<file path="config.mk">
export PLATFORM = sky130hd
export DESIGN_NAME = mdio_master
export DESIGN_NICKNAME = d
export VERILOG_FILES = /design/src/rtl/mdio_pkg.sv /design/src/rtl/mdio_mdc_gen.sv /design/src/rtl/mdio_frame_seq.sv /design/src/rtl/mdio_master.sv
export SDC_FILE = /design/constraint.sdc
export NUM_CORES = 1
export LEC_CHECK = 0
export BUFFER_PORTS_ARGS = -buffer_cell sky130_fd_sc_hd__buf_2
export CAP_MARGIN = 20
export CORE_ASPECT_RATIO = 0.6
export CORE_MARGIN = 3
export CORE_UTILIZATION = 50
export DETAILED_ROUTE_END_ITERATION = 12
export GPL_ROUTABILITY_DRIVEN = 0
export PLACE_DENSITY = 0.82
export SETUP_SLACK_MARGIN = 0.4
export SLEW_MARGIN = 20
export SYNTH_ARGS = -nofsm -noshare
export SYNTH_HDL_FRONTEND = slang
export SYNTH_SLANG_ARGS = --single-unit
export TNS_END_PERCENT = 5
</file>
<file path="constraint.sdc">
create_clock -name clk -period 2.2 [get_ports clk]
set_input_delay 0.33 -clock clk [delete_from_list [all_inputs] [get_ports clk]]
set_output_delay 0.33 -clock clk [all_outputs]
set_load 0.05 [all_outputs]
</file>
<file path="src/rtl/mdio_pkg.sv">
package mdio_pkg;
  localparam int ADDR_W    = 5;
  localparam int DATA_W    = 16;
  localparam int PRE_LEN   = 32;
  localparam int FRAME_LEN = 64;
  localparam int TA_POS    = PRE_LEN + 4 + 2 * ADDR_W;   // first turnaround bit
  localparam int DATA_POS  = TA_POS + 2;                 // first data bit
  localparam int IDX_W     = $clog2(FRAME_LEN);
  // command word field positions
  localparam int PHY_LSB   = 11;
  localparam int REG_LSB   = 6;
  localparam int DIR_BIT   = 1;

  typedef struct packed {
    logic [ADDR_W-1:0] phy;
    logic [ADDR_W-1:0] regn;
    logic              wr;
  } mdio_cmd_t;

  function automatic logic [FRAME_LEN-1:0] build_frame(mdio_cmd_t c,
                                                       logic [DATA_W-1:0] wd);
    logic [1:0]        op;
    logic [DATA_W+1:0] tail;
    op   = c.wr ? 2'b01 : 2'b10;
    tail = c.wr ? {2'b10, wd} : '0;
    return {{PRE_LEN{1'b1}}, 2'b01, op, c.phy, c.regn, tail};
  endfunction
endpackage

</file>
<file path="src/rtl/mdio_mdc_gen.sv">
module mdio_mdc_gen #(
  parameter int DIV_HALF = 10
) (
  input  logic clk,
  input  logic rst_n,
  input  logic run,
  output logic mdc,
  output logic rise_now,
  output logic fall_now
);
  localparam int CW = (DIV_HALF > 1) ? $clog2(DIV_HALF) : 1;

  logic [CW-1:0] cnt;
  logic          last;

  assign last     = (cnt == CW'(DIV_HALF - 1));
  assign rise_now = run && last && !mdc;
  assign fall_now = run && last && mdc;

  always_ff @(posedge clk or negedge rst_n) begin
    if (!rst_n) begin
      cnt <= '0;
      mdc <= 1'b0;
    end else if (!run) begin
      cnt <= '0;
      mdc <= 1'b0;
    end else if (last) begin
      cnt <= '0;
      mdc <= ~mdc;
    end else begin
      cnt <= cnt + 1'b1;
    end
  end

  assert_idle_low_R6: assert property (@(posedge clk) disable iff (!rst_n)
    !run |=> !mdc);
endmodule

</file>
<file path="src/rtl/mdio_frame_seq.sv">
module mdio_frame_seq
  import mdio_pkg::*;
(
  input  logic              clk,
  input  logic              rst_n,
  input  logic              start,
  input  mdio_cmd_t         cmd,
  input  logic [DATA_W-1:0] wdata,
  input  logic              rise_now,
  input  logic              fall_now,
  input  logic              mdio_i,
  output logic              busy,
  output logic              mdio_o,
  output logic              mdio_oe,
  output logic              done,
  output logic [DATA_W-1:0] rd_data
);
  localparam logic [IDX_W-1:0] IDX_LAST = IDX_W'(FRAME_LEN - 1);

  logic [FRAME_LEN-1:0] frame_q;
  logic [IDX_W-1:0]     idx;
  logic                 wr_q;

  assign done    = busy && fall_now && (idx == IDX_LAST);
  assign mdio_o  = busy && frame_q[IDX_LAST - idx];
  assign mdio_oe = busy && (wr_q || (idx < IDX_W'(TA_POS)));

  always_ff @(posedge clk or negedge rst_n) begin
    if (!rst_n) begin
      frame_q <= '0;
      idx     <= '0;
      wr_q    <= 1'b0;
      busy    <= 1'b0;
      rd_data <= '0;
    end else if (!busy) begin
      if (start) begin
        frame_q <= build_frame(cmd, wdata);
        idx     <= '0;
        wr_q    <= cmd.wr;
        busy    <= 1'b1;
      end
    end else begin
      if (rise_now && !wr_q && (idx >= IDX_W'(DATA_POS)))
        rd_data <= {rd_data[DATA_W-2:0], mdio_i};
      if (fall_now) begin
        if (idx == IDX_LAST) busy <= 1'b0;
        else                 idx  <= idx + 1'b1;
      end
    end
  end

  assert_done_ends_R2: assert property (@(posedge clk) disable iff (!rst_n)
    done |=> !busy && !mdio_oe);
endmodule

</file>
<file path="src/rtl/mdio_master.sv">
module mdio_master
  import mdio_pkg::*;
#(
  parameter int DIV_HALF = 10
) (
  input  logic        clk,
  input  logic        rst_n,
  input  logic        reg_wr,
  input  logic        reg_addr,
  input  logic [15:0] reg_wdata,
  output logic [15:0] ctrl_rdata,
  output logic [15:0] data_rdata,
  output logic        mdc,
  output logic        mdio_o,
  output logic        mdio_oe,
  input  logic        mdio_i
);
  mdio_cmd_t         cmd_q, cmd_new;
  logic [DATA_W-1:0] data_q;
  logic [DATA_W-1:0] rd_data;
  logic              busy, start, done, rise_now, fall_now;

  assign cmd_new.phy  = reg_wdata[PHY_LSB +: ADDR_W];
  assign cmd_new.regn = reg_wdata[REG_LSB +: ADDR_W];
  assign cmd_new.wr   = reg_wdata[DIR_BIT];
  assign start        = reg_wr && !reg_addr && !busy;

  always_ff @(posedge clk or negedge rst_n) begin
    if (!rst_n) begin
      cmd_q  <= '0;
      data_q <= '0;
    end else begin
      if (start) cmd_q <= cmd_new;
      if (done && !cmd_q.wr)       data_q <= rd_data;
      else if (reg_wr && reg_addr) data_q <= reg_wdata;
    end
  end

  assign ctrl_rdata = {cmd_q.phy, cmd_q.regn, 4'b0000, cmd_q.wr, busy};
  assign data_rdata = data_q;

  mdio_mdc_gen #(.DIV_HALF(DIV_HALF)) u_mdc (
    .clk(clk), .rst_n(rst_n), .run(busy),
    .mdc(mdc), .rise_now(rise_now), .fall_now(fall_now)
  );

  mdio_frame_seq u_seq (
    .clk(clk), .rst_n(rst_n), .start(start), .cmd(cmd_new), .wdata(data_q),
    .rise_now(rise_now), .fall_now(fall_now), .mdio_i(mdio_i),
    .busy(busy), .mdio_o(mdio_o), .mdio_oe(mdio_oe),
    .done(done), .rd_data(rd_data)
  );

  assert_start_busy_R2: assert property (@(posedge clk) disable iff (!rst_n)
    (reg_wr && !reg_addr && !ctrl_rdata[0]) |=> ctrl_rdata[0]);

  assert_ignore_busy_R8: assert property (@(posedge clk) disable iff (!rst_n)
    (ctrl_rdata[0] && reg_wr && !reg_addr) |=> $stable(ctrl_rdata[15:1]));

  assert_drive_on_fall_R7: assert property (@(posedge clk) disable iff (!rst_n)
    (busy && $past(busy) && $changed(mdio_o)) |-> $fell(mdc));

  assert_idle_quiet_R1: assert property (@(posedge clk) disable iff (!rst_n)
    !busy |-> (!mdio_oe && !mdc));
endmodule

</file>
==> impl_metrics.env <==
export IMPL_yosys_area_share_simple_pct=17.88
export IMPL_cp_cell_sequence="buf_6, mux4_2, nand3b_1, a31oi_1, o31a_2, buf_6"
export IMPL_async_reset_ff_share_pct=100.0
export IMPL_fin_ws_ps=-290.3
export IMPL_violations="negative hold slack, negative setup slack"
export IMPL_synth_avg_cell_area_um2=10.34
export IMPL_syn_to_final_growth_pct=21.44
export IMPL_clockBufferDepth=2
export IMPL_hold_path_class="in2async"
export IMPL_ys_ff_latch=73
export IMPL_synth_fa_ha_area_share_pct=1.046
export IMPL_swShare_pct=35.55
export IMPL_drc_errors=0
export IMPL_slowest_delay_ps=490
export IMPL_synth_compound_area_share_pct=6.762
export IMPL_vias=2680
export IMPL_placed_area_mm2=0.003859
export IMPL_hpwl_um=5820
export IMPL_outcome="finished with violations"
export IMPL_io_pins=56
export IMPL_syn_area_mm2=0.003590
export IMPL_yosys_cell_types_count=42
export IMPL_maxCapViolCount=0
export IMPL_htree_levels=3
export IMPL_rows=23
export IMPL_layout_nets=411
export IMPL_yosysWarnings=0
export IMPL_synth_top_family_by_area="simple AND/OR/NAND/NOR gates"
export IMPL_path_delay_family="multiplexers"
export IMPL_tightest_slew_ps=591.4
export IMPL_die_w_um=115.4
export IMPL_ys_seq_area_share_pct=50.89
export IMPL_final_common_cell="nand2_1"
export IMPL_dieArea_mm2=0.008265
export IMPL_worst_clock_skew_ps=4.802
export IMPL_antenna_found_initial=0
export IMPL_nFillCells=534
export IMPL_rsz0062_at_grt="yes"
export IMPL_synthXorXnorAreaFrac_pct=0.7320
export IMPL_syn_inst=347
export IMPL_die_h_um=71.63
export IMPL_grt_pass1_wl_um=13810
export IMPL_grt_usage_pct=22.08
export IMPL_diodes=0
export IMPL_setup_violations=1
export IMPL_slew_viol_final=0
export IMPL_drive_gt1_share_pct=37.02
export IMPL_p_leak_nw=2.191
export IMPL_clk_pin_slew_ps=50
export IMPL_cp_end_kind="primary output"
export IMPL_cp_max_fo=5
export IMPL_peakVddDrop_uv=470.6
export IMPL_fin_area_mm2=0.004359
export IMPL_critPathSlowestCell="mux4_2"
export IMPL_clock_sinks=73
export IMPL_cts_tree="done"
export IMPL_post_cts_buffers=0
export IMPL_final_cell_mix="73 x nand2_1, 68 x dfrtp_1, 49 x buf_2"
export IMPL_post_drt_wl_per_cell_um=17.64
export IMPL_via_per_inst=5.630
export IMPL_insertion_delay_ps=330
export IMPL_numCtsBuffers=9
export IMPL_totalWireLength_um=8399
export IMPL_hold_ws_ps=-0.2465
export IMPL_crit_top_cell="buf_6"
export IMPL_comb_power_share_pct=30.6
export IMPL_synth_area_leaders="dfrtp_1 51%, nand2_1 7.6%, mux2i_1 5.0%"
export IMPL_post_route_period_util_pct=113.2
export IMPL_start_util_pct=52.63
export IMPL_critPathRequiredTime_ps=1870
export IMPL_coreArea_mm2=0.006820
export IMPL_ys_flop_type="dfrtp_1"
export IMPL_critPathKind="reg2out"
export IMPL_synth_edf_count=0
export IMPL_period_minus_slack_ps=2490
export IMPL_startpoint_type="flop"
export IMPL_pwr_share_clk_pct=28.9
export IMPL_grt_pass1_vias=2668
export IMPL_ant_nets=0
export IMPL_port_buffers=51
export IMPL_synth_top_cell_area_share_pct=50.89
export IMPL_hold_buffers=0
export IMPL_first_iter_violations=258
export IMPL_critical_path_buf_inv_count=2
export IMPL_arrival_ps=2160
export IMPL_maxSlewHeadroom_pct=60.57
export IMPL_powerDensity_mw_per_mm2=1062
export IMPL_fmax_mhz=401.6
export IMPL_synth_top_area_cell="dfrtp_1"
export IMPL_p_sw_w=0.001647
export IMPL_overflow=0
export IMPL_muxShareOfSynthArea_pct=15.16
export IMPL_dr_pass1_iters=5
export IMPL_p_int_w=0.002985
export IMPL_grt_max_degree=51
export IMPL_cts_root_buf="clkbuf_16"
export IMPL_seqPwrFrac_pct=40.5
export IMPL_finalHoldViolations=2
==> power groups by stage <==
stage / clock (W) / combinational (W) / sequential [W]
after detailed placement: 0 / 0.00130 / 0.00186
after CTS: 0.00137 / 0.00139 / 0.00186
after global routing: 0.00143 / 0.00152 / 0.00192
final: 0.00134 / 0.00142 / 0.00188
after global placement: 0 / 0.00124 / 0.00184
after floorplan: 0 / 0.000910 / 0.00192
==> final timing paths <==
path | slack, ps | to | start | cells after the start
min in group clk | 210 | ctrl_rdata[9] | reg_wdata[9] | 3
max | -290 | mdio_o | u_seq.idx[0] | 6
max reg2reg | 100 | data_rdata[7] | u_seq.idx[0] | 8
max in group asynchronous | 1520 | u_seq.idx[1] | rst_n | 2
min reg2reg | 470 | u_seq.frame_q[9] | u_seq.frame_q[9] | 2
min | -0.2 | data_rdata[13] | rst_n | 1
==> cell families after synthesis <==
| group | after synthesis |
|---|---|
| buffers and inverters | 46 |
| adders and majority gates | 3 |
| muxes | 42 |
| other | 1 |
| and+or+nand+nor | 139 |
| DFF | 73 |
| AOI/OAI and AO/OA | 40 |
| xor gates and xnor gates | 3 |
==> metal layers <==
metal	wire, µm	global-route usage (%)	share of wire [%]
met3	711	8.523	8.5
met1	3763	31.16	45
met2	3831	30.45	46
met5	0	0	0
met4	93	9.375	1.1
==> sequential cells by signal, summed over array words and instances, names as in the netlist <==
| name | count |
|---|---|
| u_seq.busy | 1 |
| data_rdata | 16 |
| u_mdc.cnt | 4 |
| ctrl_rdata | 11 |
| u_mdc.mdc | 1 |
| u_seq.idx | 6 |
| u_seq.frame_q | 18 |
| u_seq.rd_data | 16 |
==> final cells by class <==
type	instances	area (µm²)	area share (%)
sequential	73	1833	42.05
multi-input combinational	231	1704	39.09
timing repair buffer	65	416.7	9.558
clock buffer	13	270.3	6.200
tap	87	108.9	2.497
inverter	7	26.28	0.6028
==> repair_timing <==
item / in CTS / in global routing
pin swaps: 25 / 7
endpoints found under the hold margin: 0 / 0
gates resized for setup: 55 / 8
setup endpoints to repair: 39 / 37
==> per-stage QoR <==
| stage | util [%] | setup WS (ps) | cells | TNS (ps) | power (W) |
|---|---|---|---|---|---|
| after CTS | 63.47 | -289.2 | 476 | -289.2 | 0.004629 |
| after floorplan | - | 171.3 | 350 | 0 | 0.002832 |
| after detailed placement | 56.58 | -44.82 | 463 | -44.82 | 0.003154 |
| after global routing | 63.91 | -333.9 | 476 | -402.3 | 0.004874 |
| after global placement | 56.58 | 30.47 | 463 | 0 | 0.003081 |
| final | 63.91 | -290.3 | 476 | -290.3 | 0.004631 |
==> cells in the mapped netlist (2+ instances only) <==
cell type,n
dfrtp_1,73
nand2_1,73
nand3_1,23
a21oi_1,22
nor2_1,20
mux2i_1,18
buf_4,17
clkbuf_1,14
mux2_4,10
mux2_2,9
inv_1,7
nor2b_1,6
buf_2,5
mux4_2,5
o21ai_0,5
ha_1,3
nor3b_1,3
or4_1,3
xnor2_1,3
a31oi_1,2
nand3b_1,2
nand4_1,2
o31a_1,2
o31ai_1,2
==> worst register-to-register path, stage by stage, from the launching register on <==
cell and delay, ps:
dfrtp_2 440, buf_6 150, buf_6 140, ha_4 160, nand4_1 120, or4_4 590, buf_12 210, nor2_2 130
a21oi_1 50
Power figures use the tool's default switching activity.
